$ cat src/rtl/fan_pwm_pkg.sv
// Package: shared register address map for the fan PWM block.
// Assumes a 32-bit register data path.
package fan_pwm_pkg;
    localparam int REG_DW = 32;

    typedef enum logic [1:0] {
        ADDR_RUN    = 2'd0,
        ADDR_HIGH   = 2'd1,
        ADDR_PERIOD = 2'd2,
        ADDR_TEMP   = 2'd3
    } fan_addr_e;
endpackage

$ cat src/rtl/fan_pwm_regs.sv
// Register file: holds the run bit and the high-time value, and muxes read data.
// Assumes the hardware load request is only raised while running.
// A software write to the high time wins over a hardware load in the same cycle.
module fan_pwm_regs
    import fan_pwm_pkg::*;
#(
    parameter int PERIOD = 200,
    parameter int TEMP_W = 16,
    localparam int WW = $clog2(PERIOD + 1)
) (
    input  logic              clk,
    input  logic              rst_n,
    input  logic              reg_we,
    input  logic [1:0]        reg_addr,
    input  logic [REG_DW-1:0] reg_wdata,
    output logic [REG_DW-1:0] reg_rdata,
    input  logic [TEMP_W-1:0] temp_code,
    input  logic              hw_load,
    input  logic [WW-1:0]     hw_width,
    output logic              run,
    output logic [WW-1:0]     high_w,
    output logic              sw_load
);
    logic [WW-1:0] wr_value;

    // Saturate oversize writes so they still mean "constant high".
    always_comb begin
        if (|reg_wdata[REG_DW-1:WW]) wr_value = '1;
        else                         wr_value = reg_wdata[WW-1:0];
    end

    assign sw_load = reg_we && (fan_addr_e'(reg_addr) == ADDR_HIGH);

    // Run bit: released by software, cleared by reset.
    always_ff @(posedge clk) begin
        if (!rst_n)                                             run <= 1'b0;
        else if (reg_we && fan_addr_e'(reg_addr) == ADDR_RUN)   run <= reg_wdata[0];
    end

    // High-time register: software write first, then hardware request.
    always_ff @(posedge clk) begin
        if (!rst_n)       high_w <= '0;
        else if (sw_load) high_w <= wr_value;
        else if (hw_load) high_w <= hw_width;
    end

    // Read mux: period and temperature are read-only views.
    always_comb begin
        unique case (fan_addr_e'(reg_addr))
            ADDR_RUN:    reg_rdata = {{(REG_DW-1){1'b0}}, run};
            ADDR_HIGH:   reg_rdata = REG_DW'(high_w);
            ADDR_PERIOD: reg_rdata = REG_DW'(PERIOD);
            default:     reg_rdata = REG_DW'(temp_code);
        endcase
    end
endmodule

$ cat src/rtl/fan_pwm_wave.sv
// Waveform generator: period counter plus an active high time that is latched
// at each period boundary. Assumes PERIOD >= 2.
// The output is low whenever the run bit is clear.
module fan_pwm_wave #(
    parameter int PERIOD = 200,
    localparam int WW = $clog2(PERIOD + 1)
) (
    input  logic          clk,
    input  logic          rst_n,
    input  logic          run,
    input  logic [WW-1:0] high_w,
    output logic          pwm_out
);
    logic [WW-1:0] cnt;
    logic [WW-1:0] act_w;
    logic          wrap;

    assign wrap = (cnt == WW'(PERIOD - 1));

    // Period counter: held at zero until run, then wraps every PERIOD cycles.
    always_ff @(posedge clk) begin
        if (!rst_n || !run) cnt <= '0;
        else if (wrap)      cnt <= '0;
        else                cnt <= cnt + 1'b1;
    end

    // Active high time: tracks the register while idle, else loads at wrap.
    always_ff @(posedge clk) begin
        if (!rst_n)           act_w <= '0;
        else if (!run || wrap) act_w <= high_w;
    end

    assign pwm_out = run && (cnt < act_w);


    idle_low_chk: assert property (@(posedge clk) disable iff (!rst_n)
        !run |-> !pwm_out);

    mid_period_stable_chk: assert property (@(posedge clk) disable iff (!rst_n)
        (run && $past(run) && cnt != '0) |-> $stable(act_w));

    full_high_chk: assert property (@(posedge clk) disable iff (!rst_n)
        (run && act_w >= WW'(PERIOD)) |-> pwm_out);

    cnt_range_chk: assert property (@(posedge clk) disable iff (!rst_n)
        cnt < WW'(PERIOD));
endmodule

$ cat src/rtl/fan_temp_stepper.sv
// Temperature stepper: turns the temperature code into a level by comparing it
// against NUM_LEVELS thresholds. It requests a new high time only when the
// level rises above the highest level reached since run was set.
module fan_temp_stepper #(
    parameter int PERIOD     = 200,
    parameter int TEMP_W     = 16,
    parameter int NUM_LEVELS = 4,
    parameter int TEMP_BASE  = 41002,
    parameter int TEMP_STEP  = 654,
    localparam int WW = $clog2(PERIOD + 1),
    localparam int LW = $clog2(NUM_LEVELS + 1)
) (
    input  logic              clk,
    input  logic              rst_n,
    input  logic              run,
    input  logic [TEMP_W-1:0] temp_code,
    output logic              hw_load,
    output logic [WW-1:0]     hw_width,
    output logic              evt_rise
);
    logic [NUM_LEVELS-1:0] at_or_above;
    logic [LW-1:0]         level;
    logic [LW-1:0]         peak;

    // One comparator per threshold.
    for (genvar g = 0; g < NUM_LEVELS; g++) begin : g_thr
        assign at_or_above[g] = (temp_code >= TEMP_W'(TEMP_BASE + g * TEMP_STEP));
    end

    // Level is the number of thresholds reached.
    always_comb begin
        level = '0;
        for (int i = 0; i < NUM_LEVELS; i++) level = level + LW'(at_or_above[i]);
    end

    assign hw_load  = run && (level > peak);
    assign hw_width = WW'((PERIOD * int'(level)) / NUM_LEVELS);

    // Highest level reached since run was set.
    always_ff @(posedge clk) begin
        if (!rst_n || !run) peak <= '0;
        else if (hw_load)   peak <= level;
    end

    // Announce a hardware duty change in the cycle the width updates.
    always_ff @(posedge clk) begin
        if (!rst_n) evt_rise <= 1'b0;
        else        evt_rise <= hw_load;
    end


    peak_monotonic_chk: assert property (@(posedge clk) disable iff (!rst_n)
        (run && $past(run)) |-> peak >= $past(peak));

    rise_when_running_chk: assert property (@(posedge clk) disable iff (!rst_n)
        evt_rise |-> $past(run));
endmodule

$ cat src/rtl/fan_settle_timer.sv
// Settle timer: any duty change restarts a SETTLE_CLKS countdown, and the
// event fires one cycle after it expires. A restart cancels a pending event.
// Assumes SETTLE_CLKS >= 1.
module fan_settle_timer #(
    parameter int unsigned SETTLE_CLKS = 625_000_000,
    localparam int SW = (SETTLE_CLKS > 1) ? $clog2(SETTLE_CLKS) : 1
) (
    input  logic clk,
    input  logic rst_n,
    input  logic run,
    input  logic start,
    output logic evt_done
);
    logic          busy;
    logic [SW-1:0] left;

    // Countdown: load on start, count down while busy.
    always_ff @(posedge clk) begin
        if (!rst_n || !run) begin
            busy <= 1'b0;
            left <= '0;
        end else if (start) begin
            busy <= 1'b1;
            left <= SW'(SETTLE_CLKS - 1);
        end else if (busy) begin
            if (left == '0) busy <= 1'b0;
            else            left <= left - 1'b1;
        end
    end

    // Event pulse when an uninterrupted countdown expires.
    always_ff @(posedge clk) begin
        if (!rst_n || !run) evt_done <= 1'b0;
        else                evt_done <= busy && (left == '0) && !start;
    end


    done_after_busy_chk: assert property (@(posedge clk) disable iff (!rst_n)
        evt_done |-> $past(busy));

    restart_load_chk: assert property (@(posedge clk) disable iff (!rst_n)
        (run && start) |=> (busy && left == SW'(SETTLE_CLKS - 1)));
endmodule

$ cat src/rtl/fan_pwm_ctrl.sv
// Top: fan PWM generator with a register port, a temperature stepper and a
// settle timer. Events are single-cycle pulses for an external interrupt unit.
// Assumes PERIOD >= 2, SETTLE_CLKS >= 1 and NUM_LEVELS >= 1.
module fan_pwm_ctrl
    import fan_pwm_pkg::*;
#(
    parameter int          PERIOD      = 200,
    parameter int unsigned SETTLE_CLKS = 625_000_000,
    parameter int          TEMP_W      = 16,
    parameter int          NUM_LEVELS  = 4,
    parameter int          TEMP_BASE   = 41002,
    parameter int          TEMP_STEP   = 654,
    localparam int WW = $clog2(PERIOD + 1)
) (
    input  logic              clk,
    input  logic              rst_n,
    input  logic              reg_we,
    input  logic [1:0]        reg_addr,
    input  logic [31:0]       reg_wdata,
    output logic [31:0]       reg_rdata,
    input  logic [TEMP_W-1:0] temp_code,
    output logic              pwm_out,
    output logic              evt_temp_rise,
    output logic              evt_pwm_changed
);
    logic          run;
    logic [WW-1:0] high_w;
    logic          sw_load;
    logic          hw_load;
    logic [WW-1:0] hw_width;
    logic          settle_start;

    fan_pwm_regs #(.PERIOD(PERIOD), .TEMP_W(TEMP_W)) u_regs (
        .clk(clk), .rst_n(rst_n), .reg_we(reg_we), .reg_addr(reg_addr),
        .reg_wdata(reg_wdata), .reg_rdata(reg_rdata), .temp_code(temp_code),
        .hw_load(hw_load), .hw_width(hw_width), .run(run), .high_w(high_w),
        .sw_load(sw_load)
    );

    fan_temp_stepper #(
        .PERIOD(PERIOD), .TEMP_W(TEMP_W), .NUM_LEVELS(NUM_LEVELS),
        .TEMP_BASE(TEMP_BASE), .TEMP_STEP(TEMP_STEP)
    ) u_step (
        .clk(clk), .rst_n(rst_n), .run(run), .temp_code(temp_code),
        .hw_load(hw_load), .hw_width(hw_width), .evt_rise(evt_temp_rise)
    );

    fan_pwm_wave #(.PERIOD(PERIOD)) u_wave (
        .clk(clk), .rst_n(rst_n), .run(run), .high_w(high_w), .pwm_out(pwm_out)
    );

    // Any duty change while running starts the settle countdown.
    assign settle_start = run && (sw_load || hw_load);

    fan_settle_timer #(.SETTLE_CLKS(SETTLE_CLKS)) u_settle (
        .clk(clk), .rst_n(rst_n), .run(run), .start(settle_start),
        .evt_done(evt_pwm_changed)
    );


    idle_quiet_chk: assert property (@(posedge clk) disable iff (!rst_n)
        (!run && !$past(run)) |-> (!evt_temp_rise && !evt_pwm_changed));
endmodule

$ cat config.mk
export PLATFORM = sky130hd
export DESIGN_NAME = fan_pwm_ctrl
export DESIGN_NICKNAME = d
export VERILOG_FILES = /design/src/rtl/fan_pwm_pkg.sv /design/src/rtl/fan_pwm_regs.sv /design/src/rtl/fan_pwm_wave.sv /design/src/rtl/fan_temp_stepper.sv /design/src/rtl/fan_settle_timer.sv /design/src/rtl/fan_pwm_ctrl.sv
export SDC_FILE = /design/constraint.sdc
export NUM_CORES = 1
export LEC_CHECK = 0
export ABC_AREA = 1
export CAP_MARGIN = 20
export CORE_UTILIZATION = 62
export DETAILED_ROUTE_END_ITERATION = 12
export DONT_BUFFER_PORTS = 1
export GPL_TIMING_DRIVEN = 0
export PLACE_DENSITY = 0.74
export SLEW_MARGIN = 30
export SYNTH_ARGS = -nofsm -noshare
export SYNTH_HDL_FRONTEND = slang
export SYNTH_SLANG_ARGS = --single-unit
export TNS_END_PERCENT = 5
$ cat constraint.sdc
create_clock -name clk -period 4.5 [get_ports clk]
set_input_delay 0.675 -clock clk [delete_from_list [all_inputs] [get_ports clk]]
set_output_delay 0.675 -clock clk [all_outputs]
set_load 0.02 [all_outputs]
---- Word level (Yosys, flattened, before mapping) ----
Cells that the tools add are included.
operators by class
  add/sub/neg operators ................... 5
  multiply operators ...................... 1
  $lt $le $gt $ge ......................... 6
  equal/unequal tests ..................... 4
  muxes and demuxes ....................... 10
  bitwise gates (word level) .............. 1
  reductions and logical operators ........ 22
operators with widths
  kind                                                       number
  two-way mux 30 bit                                         3
  greater-or-equal comparator 16 bit, second input constant  4
  one-hot mux 16 bit (3 select lines)                        1
  zero test 30 bit                                           1
  subtractor 30 x 1 -> 30 bit, second input constant         1
  two-way mux 8 bit                                          3
  OR reduction 24 bit                                        1
  adder 8 x 1 -> 8 bit, second input constant                1
  == test 8 bit, second input constant                       1
  < comparator 8 bit                                         1
  logical AND 1 bit                                          7
  multiplier 5 x 3 -> 7 bit, first input constant            1
  adder 3 x 1 -> 3 bit                                       2
  AND reduction 2 bit                                        2
  nonzero test 2 bit                                         2
  OR reduction 2 bit                                         2
  greater-than comparator 3 bit                              1
  zero test 1 bit                                            3
  logical OR 1 bit                                           3
  two-way mux 1 bit                                          3
  adder 1 x 1 -> 2 bit                                       1
  == test 2 x 1 -> 1 bit, second input constant              1
  == test 2 bit, second input constant                       1
  zero test 2 bit                                            1
  2 further kinds                                            2
word-level totals
  flip-flop bits (word level) ............. 61
  bits of input ports ..................... 53
  output and inout bits ................... 35

---- Logic depth before layout (Yosys ltp) ----
  depth after elaboration ................. 10
  mapped depth ............................ 22
  mapped depth without buffers ............ 21

---- Cells and area by module ----
A second synthesis with hierarchy kept.
unflattened totals
  cell total of the unflattened synthesis .. 729
  area, all modules ....................... 4510.6 sq um
by module, submodules not included
  module            times used  cells each  area each (sq um)  sequential area each (sq um)
  fan_settle_timer  1           346         2080.7             640.6
  fan_pwm_wave      1           131         907.1              320.3
  fan_pwm_regs      1           151         897.1              180.2
  fan_temp_stepper  1           98          614.3              80.1
  fan_pwm_ctrl      1           3           11.3               0.0

---- Least setup slack after synthesis ----
OpenSTA, ideal clock, no wires.
  kind .................................... input -> register
  from .................................... input port temp_code[11]
  to ...................................... register u_settle.left[16]
  data arrival time ....................... 3.390 ns
  required time ........................... 4.380 ns
  path slack .............................. 0.990 ns
  stages .................................. 19
  buffers on the path ..................... 1
  cells stage by stage .................... inv_1 > nand2_1 > nor3_1 > o2111ai_1 > nand2_1 > nand2_1 > ha_1 > fa_1 > inv_1 > ha_1 > ha_1 > nand2_1 > o21ai_0 > nand2_2 > nand2_2 > inv_1 > nand2_2 > buf_2 > a21oi_1
between the ends
  longest elaborated chain between the ends .. 9
  elaborated cells between the ends (all ways) .. 12
ends and longest elaborated chain
  item                                     RTL line                RTL
  from (decl)                              fan_pwm_ctrl.sv:21      input logic [TEMP_W-1:0] temp_code,
  greater-or-equal comparator 16 bit       fan_temp_stepper.sv:27  assign at_or_above[g] = (temp_code >= TEMP_W'(TEMP_BASE + g * TEMP_STEP));
  adder 1 x 1 -> 2 bit                     fan_temp_stepper.sv:33  for (int i = 0; i < NUM_LEVELS; i++) level = level + LW'(at_or_above[i]);
  adder 3 x 1 -> 3 bit                     fan_temp_stepper.sv:33
  adder 3 x 1 -> 3 bit (*)                 fan_temp_stepper.sv:33
  greater-than comparator 3 bit (*)        fan_temp_stepper.sv:36  assign hw_load = run && (level > peak);
  logical AND 1 bit (*)                    fan_temp_stepper.sv:36
  logical OR 1 bit (*)                     fan_pwm_ctrl.sv:53      assign settle_start = run && (sw_load || hw_load);
  logical AND 1 bit (*)                    fan_pwm_ctrl.sv:53
  OR reduction 2 bit (no source line) (*)  --
  to (signal assigned)                     fan_settle_timer.sv:24  left <= SW'(SETTLE_CLKS - 1);
  to (signal assigned)                     fan_settle_timer.sv:27  else left <= left - 1'b1;
  to (decl)                                fan_settle_timer.sv:15  logic [SW-1:0] left;
Mark *: on every way between the ends. The rest lies on a longest branch, timed or not.
A chain may end at the register's enable or synchronous reset.

---- Final worst setup path ----
  from .................................... input port temp_code[11]
  to ...................................... register u_settle.left[18]
The elaborated chain is that of the path after synthesis.

==> summary.md <==
| Metric | Value |
|---|---|
| Run status | finished with violations |
| Failing checks | design-rule violations |
| Post-route DRC | 2 |
| Filler Cells Inserted | 579 |
| CTS buffer count | 9 |
| Total wirelength of the detailed-routed design | 9698 um |
| Setup bufs post-CTS | 0 |
| Total length of routed met3 wires | 553 um |
| Layout Nets | 757 |
| Routed Antenna Nets | 0 |
| Maximum number of pins on one net before global-route repair | 13 |
| Critical R2R Launch | u_step.peak[2] |
| Final non-filler cell total | 768 |
| Core ar. | 0.006495 mm2 |
| Top Layer Used | met4 |
| Initial antenna violation count | 0 |
| Number of placed I/O pins | 88 |
| Count of final setup violators | 0 |
| Accumulated negative setup slack | 0 ns |
| Hold Path Class | reg2reg |
| Layout area overhead | 8.267% |
| Clock slew seen by the registers of the worst setup and hold paths | 0.08 ns |
| Ant. Diodes | 0 |
| Worst reg-to-reg setup slack | 2.60 ns |
| EDFF count, synth | 0 |
| Unrepaired setup endpoints after global routing | false |
| Most area-consuming cells after synthesis | sky130_fd_sc_hd__dfxtp_1 29%, sky130_fd_sc_hd__nand2_1 12%, sky130_fd_sc_hd__nor2_1 8.4% |
| Worst hold slack | 0.4691 ns |
| Max-slew violations | 0 |
| Mapped cell area | 0.004268 mm2 |
| Number of hold-repair buffers added at the cts stage | 0 |
| Register bit count reported by yosys | 61 |
| Number of global-route vias before repair | 3854 |
| Top library cells by usage in the layout, fill and taps aside | 142 x sky130_fd_sc_hd__nand2_1, 96 x sky130_fd_sc_hd__nor2_1, 92 x sky130_fd_sc_hd__inv_1 |
| Type of element launching the critical path | input port |
| Static leakage | 0.002222 uW |
| Quantity of gates resized following cts | 0 |
| Period Utilization, post-route | 0.8011 |
| Clock Root Buffer | sky130_fd_sc_hd__clkbuf_8 |
| Height of the die | 84.97 um |
| Max Cap Violations | 0 |
| Clock tree from TritonCTS | built |
| Initial core utilization | 0.6571 |
| R2r endpoint | u_settle.left[18] |
| Commonest non-fill, non-tap cell in the layout | sky130_fd_sc_hd__nand2_1 |
| Routed met1 length | 4109 um |
| Worst reg-to-reg path cell count | 10 |
| CP max FO | 10 |
| Power density over the cells | 266.3 mW/mm2 |
| IO Port Bufs | 0 |
| Total Die Area | 0.007219 mm2 |
| WHS Path Cells | 2 |
| Timing-limited maximum frequency | 277.4 MHz |
| Worst-case clock skew | 0.01220 ns |
| Worst-case hold path end point | u_wave.act_w[5] |
| Avg Cell Area, Syn | 6.466 um2 |
| Unique cell type count in the Yosys netlist | 42 |
| Fraction of final layout cells with drive strength greater than 1 | 0.1042 |
| Post-synth top area cell | sky130_fd_sc_hd__dfxtp_1 |
| Post-detailed-route via-to-cell ratio | 5.318 |
| Worst hold path startpoint | u_wave.act_w[5] |
| Synthesized instance count | 660 |
| Clock Sink Count | 61 |
| Placement-stage cell area | 0.004420 mm2 |
| Fraction of registers with async set or reset after synthesis | 0 |
| Max VDD drop | 0.1964 mV |
| Detailed-routed wire length on met2 | 4797 um |
| Placement-stage worst setup slack | 0.5490 ns |
| Max H-tree Level | 3 |
| Post-layout min period | 3.605 ns |
| First-pass GRT wire length | 16880 um |
| Post-Layout Inst Area | 0.004621 mm2 |
| Max Buffers Root-to-Sink | 2 |
| Total number of placement rows | 29 |
| TritonRoute pass-1 iters | 12 |
| Total congestion overflow | 0 |
| DIE WIDTH | 84.97 um |
| Top FF cell, synth | sky130_fd_sc_hd__dfxtp_1 |
| Final Wtd Congestion | 0.9942 |
| Placed Cells | 752 |
| Initial DRC count | 175 |
| Worst slew pin tran | 0.7471 ns |
| Yosys warnings | 0 |
| Capturing element type of the critical path | register |
| Data required, critical path | 4.73 ns |
| Clock latency of the later-clocked register in the worst-skew pair | 0.34 ns |
| Crit path DAT | 3.83 ns |
| Area fraction of the dominant cell type after synthesis | 0.2861 |
| Crit Path Class | in2reg |
| Minimum setup slack in the final design | 0.8951 ns |
| Number of failing hold endpoints at the final stage | 0 |
| Wire per inst | 12.63 um |
| Post-detailed-placement half-perimeter wirelength | 7735 um |
| Slew HR | 0.4941 |
| Global Route Usage Sum | 0.2913 |
| Number of vias after detailed routing | 4084 |
| Sequential fraction of the synthesis area | 0.2861 |
-- critical path, stage by stage --
cell,delay [ns]
sky130_fd_sc_hd__inv_1,0.08
sky130_fd_sc_hd__nand2_1,0.07
sky130_fd_sc_hd__nor3_1,0.15
sky130_fd_sc_hd__o2111ai_1,0.15
sky130_fd_sc_hd__nand2_1,0.09
sky130_fd_sc_hd__nand2_1,0.06
sky130_fd_sc_hd__ha_1,0.31
sky130_fd_sc_hd__fa_1,0.43
sky130_fd_sc_hd__inv_1,0.14
sky130_fd_sc_hd__ha_1,0.27
sky130_fd_sc_hd__ha_1,0.31
sky130_fd_sc_hd__nand2_1,0.05
sky130_fd_sc_hd__o21ai_0,0.18
sky130_fd_sc_hd__nand2_2,0.15
sky130_fd_sc_hd__nand2_2,0.10
sky130_fd_sc_hd__inv_1,0.11
sky130_fd_sc_hd__nand2_2,0.17
sky130_fd_sc_hd__buf_2,0.27
sky130_fd_sc_hd__a21oi_1,0.06
-- cells in the mapped netlist, types with 2 or more instances --
| library cell | count |
|---|---|
| sky130_fd_sc_hd__nand2_1 | 142 |
| sky130_fd_sc_hd__nor2_1 | 96 |
| sky130_fd_sc_hd__inv_1 | 92 |
| sky130_fd_sc_hd__dfxtp_1 | 61 |
| sky130_fd_sc_hd__a21oi_1 | 49 |
| sky130_fd_sc_hd__nand3_1 | 49 |
| sky130_fd_sc_hd__o21ai_0 | 35 |
| sky130_fd_sc_hd__buf_4 | 18 |
| sky130_fd_sc_hd__ha_1 | 15 |
| sky130_fd_sc_hd__nand2_2 | 9 |
| sky130_fd_sc_hd__nor2_4 | 8 |
| sky130_fd_sc_hd__nor3_1 | 8 |
| sky130_fd_sc_hd__xnor2_1 | 8 |
| sky130_fd_sc_hd__nand4_1 | 7 |
| sky130_fd_sc_hd__clkbuf_1 | 6 |
| sky130_fd_sc_hd__nand3b_1 | 6 |
| sky130_fd_sc_hd__xor2_1 | 6 |
| sky130_fd_sc_hd__buf_6 | 5 |
| sky130_fd_sc_hd__a21oi_2 | 3 |
| sky130_fd_sc_hd__and2_1 | 3 |
| sky130_fd_sc_hd__fa_1 | 3 |
| sky130_fd_sc_hd__inv_2 | 3 |
| sky130_fd_sc_hd__nand2_4 | 3 |
| sky130_fd_sc_hd__o22ai_1 | 3 |
| sky130_fd_sc_hd__nor4_1 | 2 |
| sky130_fd_sc_hd__o2111ai_1 | 2 |
| sky130_fd_sc_hd__or2_0 | 2 |
| sky130_fd_sc_hd__or2_2 | 2 |
-- routing by layer --
| layer | global-route usage | vias up |
|---|---|---|
| li1 | - | 2114 |
| met1 | 0.3394 | 1834 |
| met2 | 0.5220 | 117 |
| met3 | 0.05837 | 19 |
| met4 | 0.1171 | 0 |
| met5 | 0 | - |
-- area by class of cell --
cell class / count / area (um2) / area share
clock buffer: 9 / 123.9 / 0.02681
multi-input combinational: 488 / 2512 / 0.5437
sequential: 61 / 1221 / 0.2643
inverter: 95 / 356.6 / 0.07717
tap: 77 / 96.34 / 0.02085
clock inverter: 7 / 76.32 / 0.01652
buffer: 31 / 234.0 / 0.05064
-- state kept, by name (all words and copies together), names as in the netlist --
register,cells
u_settle.left,30
u_regs.high_w,8
u_wave.act_w,8
u_wave.cnt,8
u_step.peak,3
u_regs.run,1
u_settle.busy,1
u_settle.evt_done,1
u_step.evt_rise,1
-- worst max-delay path by stage --
stage / startpoint / endpoint / slack (ns) / depth (start not counted)
after floorplan: temp_code[11] / u_settle.left[16] / 0.99 / 19
after global placement: temp_code[11] / u_settle.left[25] / 0.58 / 19
after detailed placement: temp_code[11] / u_settle.left[18] / 0.55 / 19
after CTS: temp_code[11] / u_settle.left[18] / 0.90 / 19
after global routing: temp_code[11] / u_settle.left[28] / 0.52 / 19
final: temp_code[11] / u_settle.left[18] / 0.90 / 19
-- where the power goes --
group,switching [uW],leakage [uW],internal (uW)
clock,229,0.0000954,257
sequential,8.55,0.000494,552
combinational,119,0.00163,64.8
-- kinds of logic (layout without fill, tap and decap cells) --
family                     after synthesis  in the layout  share of synthesized area
other                                    1             16                  0.0008787
AOI/OAI and AO/OA                       98             98                     0.1237
buffers and inverters                  126            142                     0.1384
DFF                                     61             61                     0.2861
xor gates and xnor gates                14             14                    0.02873
and+or+nand+nor                        342            342                     0.3641
adders and majority gates               18             18                    0.05805
-- stage by stage --
stage,power [uW],util
6_report,1230,0.7114
4_1_cts,1241,0.7114
3_3_place_gp,748.0,0.6806
5_1_grt,1286,0.7114
2_1_floorplan,721.8,-
3_5_place_dp,753.9,0.6806
Note: power is estimated with default switching activity, not from simulation.
